$ cat src/rtl/pipe3_pkg.sv
package pipe3_pkg;

  // Operation field, held in the two top bits of the instruction word.
  typedef enum logic [1:0] {
    OP_NOP    = 2'd0,
    OP_ADD    = 2'd1,
    OP_LOAD   = 2'd2,
    OP_BRANCH = 2'd3
  } op_e;

  // Number of words behind a delayed branch that still execute.
  localparam int unsigned SLOT_COUNT = 2;

endpackage

$ cat src/rtl/p3_fetch.sv
module p3_fetch #(
  parameter int AW = 8
) (
  input  logic          clk,
  input  logic          rst,
  input  logic          redir,
  input  logic [AW-1:0] redir_tgt,
  output logic          fetch_en,
  output logic [AW-1:0] fetch_addr
);

  // Program counter: enable turns on one edge after reset,
  // then the address advances every cycle unless redirected.
  always_ff @(posedge clk) begin
    if (rst) begin
      fetch_en   <= 1'b0;
      fetch_addr <= '0;
    end else if (redir) begin
      fetch_en   <= 1'b1;
      fetch_addr <= redir_tgt;
    end else if (fetch_en) begin
      fetch_addr <= fetch_addr + AW'(1);
    end else begin
      fetch_en   <= 1'b1;
    end
  end

  assert_fetch_stays_on_R9: assert property (
    @(posedge clk) disable iff (rst) fetch_en |=> fetch_en);

endmodule

$ cat src/rtl/p3_decode.sv
module p3_decode #(
  parameter int AW = 8
) (
  input  logic          clk,
  input  logic          rst,
  input  logic          flush,
  input  logic          fetch_en,
  input  logic [AW-1:0] fetch_addr,
  output logic          d_valid,
  output logic [AW-1:0] d_pc
);

  // The memory's output register holds the decode-stage word.
  // This stage tracks whether that word is live and where it came from.
  always_ff @(posedge clk) begin
    if (rst) begin
      d_valid <= 1'b0;
    end else begin
      d_valid <= fetch_en && !flush;
    end
    d_pc <= fetch_addr;
  end

  assert_flush_kills_decode_R5: assert property (
    @(posedge clk) disable iff (rst) flush |=> !d_valid);

endmodule

$ cat src/rtl/p3_exec.sv
module p3_exec
  import pipe3_pkg::*;
#(
  parameter int IW = 16,
  parameter int AW = 8,
  parameter int DW = 16
) (
  input  logic          clk,
  input  logic          rst,
  input  logic          d_valid,
  input  logic [AW-1:0] d_pc,
  input  logic [IW-1:0] instr_in,
  output logic          redir,
  output logic          flush,
  output logic [AW-1:0] redir_tgt,
  output logic          ex_valid,
  output logic [AW-1:0] ex_pc,
  output logic          squash,
  output logic [DW-1:0] acc
);

  localparam int IMMW = IW - 3;
  localparam int SW   = $clog2(SLOT_COUNT + 1);

  logic [IW-1:0]   ex_instr;
  logic [SW-1:0]   slots;
  op_e             op;
  logic            is_delayed;
  logic [IMMW-1:0] imm;
  logic            take;

  always_comb begin
    op         = op_e'(ex_instr[IW-1 -: 2]);
    is_delayed = ex_instr[IW-3];
    imm        = ex_instr[IMMW-1:0];
    take       = ex_valid && (op == OP_BRANCH) && (slots == '0);
    redir      = take;
    flush      = take && !is_delayed;
    redir_tgt  = ex_instr[AW-1:0];
  end

  // Execute stage register
  always_ff @(posedge clk) begin
    if (rst) begin
      ex_valid <= 1'b0;
      squash   <= 1'b0;
    end else begin
      ex_valid <= d_valid && !flush;
      squash   <= flush;
    end
    ex_instr <= instr_in;
    ex_pc    <= d_pc;
  end

  // Delay-slot counter: branches seen while it is non-zero are no-ops
  always_ff @(posedge clk) begin
    if (rst) begin
      slots <= '0;
    end else if (take && is_delayed) begin
      slots <= SW'(SLOT_COUNT);
    end else if (ex_valid && (slots != '0)) begin
      slots <= slots - SW'(1);
    end
  end

  // Accumulator write-back
  always_ff @(posedge clk) begin
    if (rst) begin
      acc <= '0;
    end else if (ex_valid) begin
      unique case (op)
        OP_ADD:  acc <= acc + DW'(imm);
        OP_LOAD: acc <= DW'(imm);
        default: ;
      endcase
    end
  end

  // absent a flush, the next execute slot holds the next address,
  // except after the last delay slot.
  assert_seq_flow_R2: assert property (
    @(posedge clk) disable iff (rst)
    (ex_valid && !flush && slots != SW'(1)) |=>
      (ex_valid && ex_pc == $past(ex_pc) + AW'(1)));

  assert_slot_no_bubble_R4: assert property (
    @(posedge clk) disable iff (rst)
    (ex_valid && slots == SW'(1)) |=> ex_valid);

  assert_slots_live_R7: assert property (
    @(posedge clk) disable iff (rst) (slots != '0) |-> ex_valid);

  assert_flush_bubble_R5: assert property (
    @(posedge clk) disable iff (rst) flush |=> (!ex_valid && squash));

  assert_squash_single_R6: assert property (
    @(posedge clk) disable iff (rst) squash |=> (!ex_valid && !squash));

  assert_acc_idle_R3: assert property (
    @(posedge clk) disable iff (rst) !ex_valid |=> $stable(acc));

endmodule

$ cat src/rtl/pipe3_branch_core.sv
module pipe3_branch_core #(
  parameter int IW = 16,  // instruction width; AW must not exceed IW-3
  parameter int AW = 8,   // fetch address width
  parameter int DW = 16   // accumulator width
) (
  input  logic          clk,
  input  logic          rst,
  input  logic [IW-1:0] instr_in,
  output logic          fetch_en,
  output logic [AW-1:0] fetch_addr,
  output logic          exec_valid,
  output logic [AW-1:0] exec_pc,
  output logic          squash,
  output logic [DW-1:0] acc
);

  logic          redir;
  logic          flush;
  logic [AW-1:0] redir_tgt;
  logic          d_valid;
  logic [AW-1:0] d_pc;

  p3_fetch #(.AW(AW)) u_fetch (
    .clk        (clk),
    .rst        (rst),
    .redir      (redir),
    .redir_tgt  (redir_tgt),
    .fetch_en   (fetch_en),
    .fetch_addr (fetch_addr)
  );

  p3_decode #(.AW(AW)) u_decode (
    .clk        (clk),
    .rst        (rst),
    .flush      (flush),
    .fetch_en   (fetch_en),
    .fetch_addr (fetch_addr),
    .d_valid    (d_valid),
    .d_pc       (d_pc)
  );

  p3_exec #(.IW(IW), .AW(AW), .DW(DW)) u_exec (
    .clk       (clk),
    .rst       (rst),
    .d_valid   (d_valid),
    .d_pc      (d_pc),
    .instr_in  (instr_in),
    .redir     (redir),
    .flush     (flush),
    .redir_tgt (redir_tgt),
    .ex_valid  (exec_valid),
    .ex_pc     (exec_pc),
    .squash    (squash),
    .acc       (acc)
  );

endmodule

$ cat config.mk
export PLATFORM = sky130hd
export DESIGN_NAME = pipe3_branch_core
export DESIGN_NICKNAME = d
export VERILOG_FILES = /design/src/rtl/pipe3_pkg.sv /design/src/rtl/p3_fetch.sv /design/src/rtl/p3_decode.sv /design/src/rtl/p3_exec.sv /design/src/rtl/pipe3_branch_core.sv
export SDC_FILE = /design/constraint.sdc
export NUM_CORES = 1
export LEC_CHECK = 0
export ABC_AREA = 1
export BUFFER_PORTS_ARGS = -buffer_cell sky130_fd_sc_hd__buf_2
export CAP_MARGIN = 10
export CORE_UTILIZATION = 40
export CTS_CLUSTER_SIZE = 20
export DETAILED_ROUTE_END_ITERATION = 16
export GPL_ROUTABILITY_DRIVEN = 0
export PLACE_DENSITY_LB_ADDON = 0.15
export SLEW_MARGIN = 30
export SYNTH_ARGS = -nofsm -noshare
export SYNTH_HDL_FRONTEND = slang
export SYNTH_SLANG_ARGS = --single-unit
$ cat constraint.sdc
create_clock -name clk -period 3.6 [get_ports clk]
set_input_delay 0.36 -clock clk [delete_from_list [all_inputs] [get_ports clk]]
set_output_delay 0.36 -clock clk [all_outputs]
set_load 0.01 [all_outputs]
==> run_results.csv <==
group,metric,value,unit
die,row_count,29,
grt,antenna_found_initial,0,
flow_run,max-cap-violations,0,
critical_path,start_kind,"register",
die,io_pins,53,
clock_network,htreeDepth,3,
timing,tightestPinTransition,519,ps
critical_path,cp.arrival,2090,ps
layout,final-seq-area,1240,um^2
logic_synthesis,synth-seq-area-share,45.1,%
clock_network,path_clk_slew,70,ps
grt,grt_max_degree,21,
critical_path,worst_r2r_path_depth,10,
routing,dr.first_iter.drc_count,104,
clock_network,cts_tree,"built",
timing,rsz0062_at_grt,"no",
timing,slew_viol_final,0,
logic_synthesis,yosys-top-cells-area,"dfxtp_1 45%, nand2_1 11%, ha_1 7.7%, inv_1 6.0%, a21oi_1 5.3%",
logic_synthesis,synth-edff-count,0,
die,die_w,84.9,um
critical_path,r2r-end,"u_exec.acc[14]$_SDFFE_PP0P_",
timing,final-setup-viol-count,0,
timing,period_minus_slack,1860,ps
layout,drive_gt1_share,19.9,%
layout,num-nets-final,449,
routing,totalWireLength,6140,um
status,outcome,"finished with violations",
placed_design,dp.cells,479,
clock_network,cts_resized,0,
timing,hold_violations,0,
critical_path,startpoint,"u_exec.acc[0]$_SDFFE_PP0P_",
timing,finalSetupTns,0,ps
grt,grt_pass1_vias,2263,
placed_design,dp_hpwl,4500,um
critical_path,endpoint_kind,"register",
clock_network,clockBufferDepth,2,
routing,ant_nets,0,
grt,grtUsageTotal,18.7,%
logic_synthesis,synth_cell_types,33,
critical_path,r2r_slack,1740,ps
routing,viasPerCell,4.83,
logic_synthesis,synth.most_common_cell,"nand2_1",
critical_path,critPathMaxFanout,4,
die,fp.coreArea,6490,um^2
hold_path,worstHoldStart,"instr_in[3]",
logic_synthesis,synth_top_area_cell,"dfxtp_1",
logic_synthesis,postSynthAreaPerCell,7.75,um^2
timing,skew,7.00,ps
die,dieArea,7210,um^2
clock_network,insertion_delay,340,ps
layout,stdcell_area,3280,um^2
grt,grt_pass1_wl,10500,um
timing,relSlewSlack,65.4,%
power,power_leakage,1.63,nW
logic_synthesis,synth-main-ff-cell,"dfxtp_1",
layout,diodes,0,
clock_network,cts_buffers,9,
status,violations,"DRC",
routing,dr_total_vias,2393,
timing,fmax,0.538,GHz
routing,wl_per_cell,12.4,um
logic_synthesis,ys_warn_count,0,
logic_synthesis,synth_common_cells,"83 x nand2_1, 62 x dfxtp_1, 44 x inv_1",
hold_path,hold_path.class,"in2reg",
clock_network,post_cts_buffers,0,
layout,fillCellCount,642,
layout,final_core_util,50.5,%
critical_path,r2r_start,"u_exec.acc[0]$_SDFFE_PP0P_",
layout,multi_input_area,1310,um^2
routing,dr.pass1.iters,12,
logic_synthesis,synthArstFlopShare,0,%
critical_path,path_class,"reg2reg",
critical_path,cp-endpoint,"u_exec.acc[14]$_SDFFE_PP0P_",
logic_synthesis,yosysTopAreaCellShare,45.1,%
placed_design,port-buffer-count,52,
logic_synthesis,synth-seq-cells,62,
critical_path,required,3830,ps
power,peakVddDrop,187,uV
layout,syn_to_final_growth,19.3,%
routing,drcViolationCount,4,
clock_network,holdBufCountCts,0,
timing,min_period_over_period,51.6,%
grt,gr-total-overflow,0,
layout,instances_no_fill,495,
logic_synthesis,syn-num-nets,391,
clock_network,clkSinkCount,62,
die,die-height,84.9,um
placed_design,place_area,3090,um^2
die,start_util,42.3,%
logic_synthesis,syn_area,2750,um^2
logic_synthesis,syn_inst,355,
power,cellPowerDensity,449,nW/um^2
clock_network,root_buffer,"clkbuf_8",
placed cells by master, fill, tap and decap left out, drive strengths merged:
cell type   n
nand2      88
dfxtp      62
buf        53
inv        47
a21oi      30
nor2       30
nand3      29
ha         17
o21ai      15
clkbuf      9
a31oi       6
xnor2       5
xor2        4
nor3        4
nand4       3
clkinv      3
clkinvlp    2
o221ai      1
a31o        1
o221a       1
o211ai      1
a21o        1
a221oi      1
a211oi      1
a22o        1
o21bai      1
fa          1
bufinv      1
critical path, cell delays in order, from the launching register on:
cell     delay [ps]
dfxtp_1         330
ha_1            240
fa_1            420
nand3_1         120
nand2_1         120
nand2_1         100
nand2_2          70
nand3_1          70
nand2_1          70
a21oi_1         140
nor2_1           60
worst min path at each step:
stage,to,slack [ps],cells after the start
floorplan,u_exec.ex_pc[0]$_DFF_P_,310,0
global placement,u_exec.ex_pc[2]$_DFF_P_,310,0
detailed placement,u_exec.ex_pc[6]$_DFF_P_,310,0
CTS,u_exec.ex_instr[0]$_DFF_P_,100,1
global route,u_exec.ex_instr[3]$_DFF_P_,80,1
finish,u_exec.ex_instr[3]$_DFF_P_,110,1
metal layers:
layer,wire length (um),up-vias,global-route usage (%)
li1,-,1272,-
met1,2880,1054,22.9
met2,2790,57,30.5
met3,372,10,7.39
met4,91,0,5.70
met5,0,-,0
layout make-up:
type	instances	share of cell area, %
Multi-Input combinational cell	241	39.8
Sequential cell	62	37.8
Timing Repair Buffer	53	8.16
Inverter	46	5.26
Clock buffer	9	3.77
Tap cell	77	2.94
Clock inverter	7	2.21
flip-flops by register name (all words and copies together) (netlist names):
| name | cells |
|---|---|
| u_exec.ex_instr | 16 |
| u_exec.ex_pc | 8 |
| u_decode.d_valid | 1 |
| u_decode.d_pc | 8 |
| u_exec.squash | 1 |
| u_fetch.fetch_addr | 8 |
| u_exec.ex_valid | 1 |
| u_fetch.fetch_en | 1 |
| u_exec.slots | 2 |
| u_exec.acc | 16 |
power by group:
| part | internal [mW] | switching [mW] | leakage, nW | total [mW] |
|---|---|---|---|---|
| sequential | 0.712 | 0.0197 | 0.509 | 0.731 |
| clock | 0.320 | 0.282 | 0.0956 | 0.602 |
| combinational | 0.0542 | 0.0858 | 1.03 | 0.140 |
logic make-up (layout without fill, tap and decap cells):
family                   Yosys count  count (layout)  synth area share, %
buffers and inverters             52             115                 7.33
AO/OA/AOI/OAI                     60              60                 12.6
flip-flops                        62              62                 45.1
AND/OR/NAND/NOR                  154             154                 23.6
adder cells (fa/ha/maj)           18              18                 8.46
XOR/XNOR                           9               9                 2.87
metrics by stage:
step	setup WS (ps)	total power [mW]	hold WS, ps
6_report	1740	1.47	114
5_1_grt	1580	1.55	84.8
4_1_cts	1750	1.49	98.1
3_5_place_dp	1780	0.887	312
3_3_place_gp	1840	0.887	310
2_1_floorplan	1900	0.839	310
Note: power is estimated with default switching activity, not from simulation.
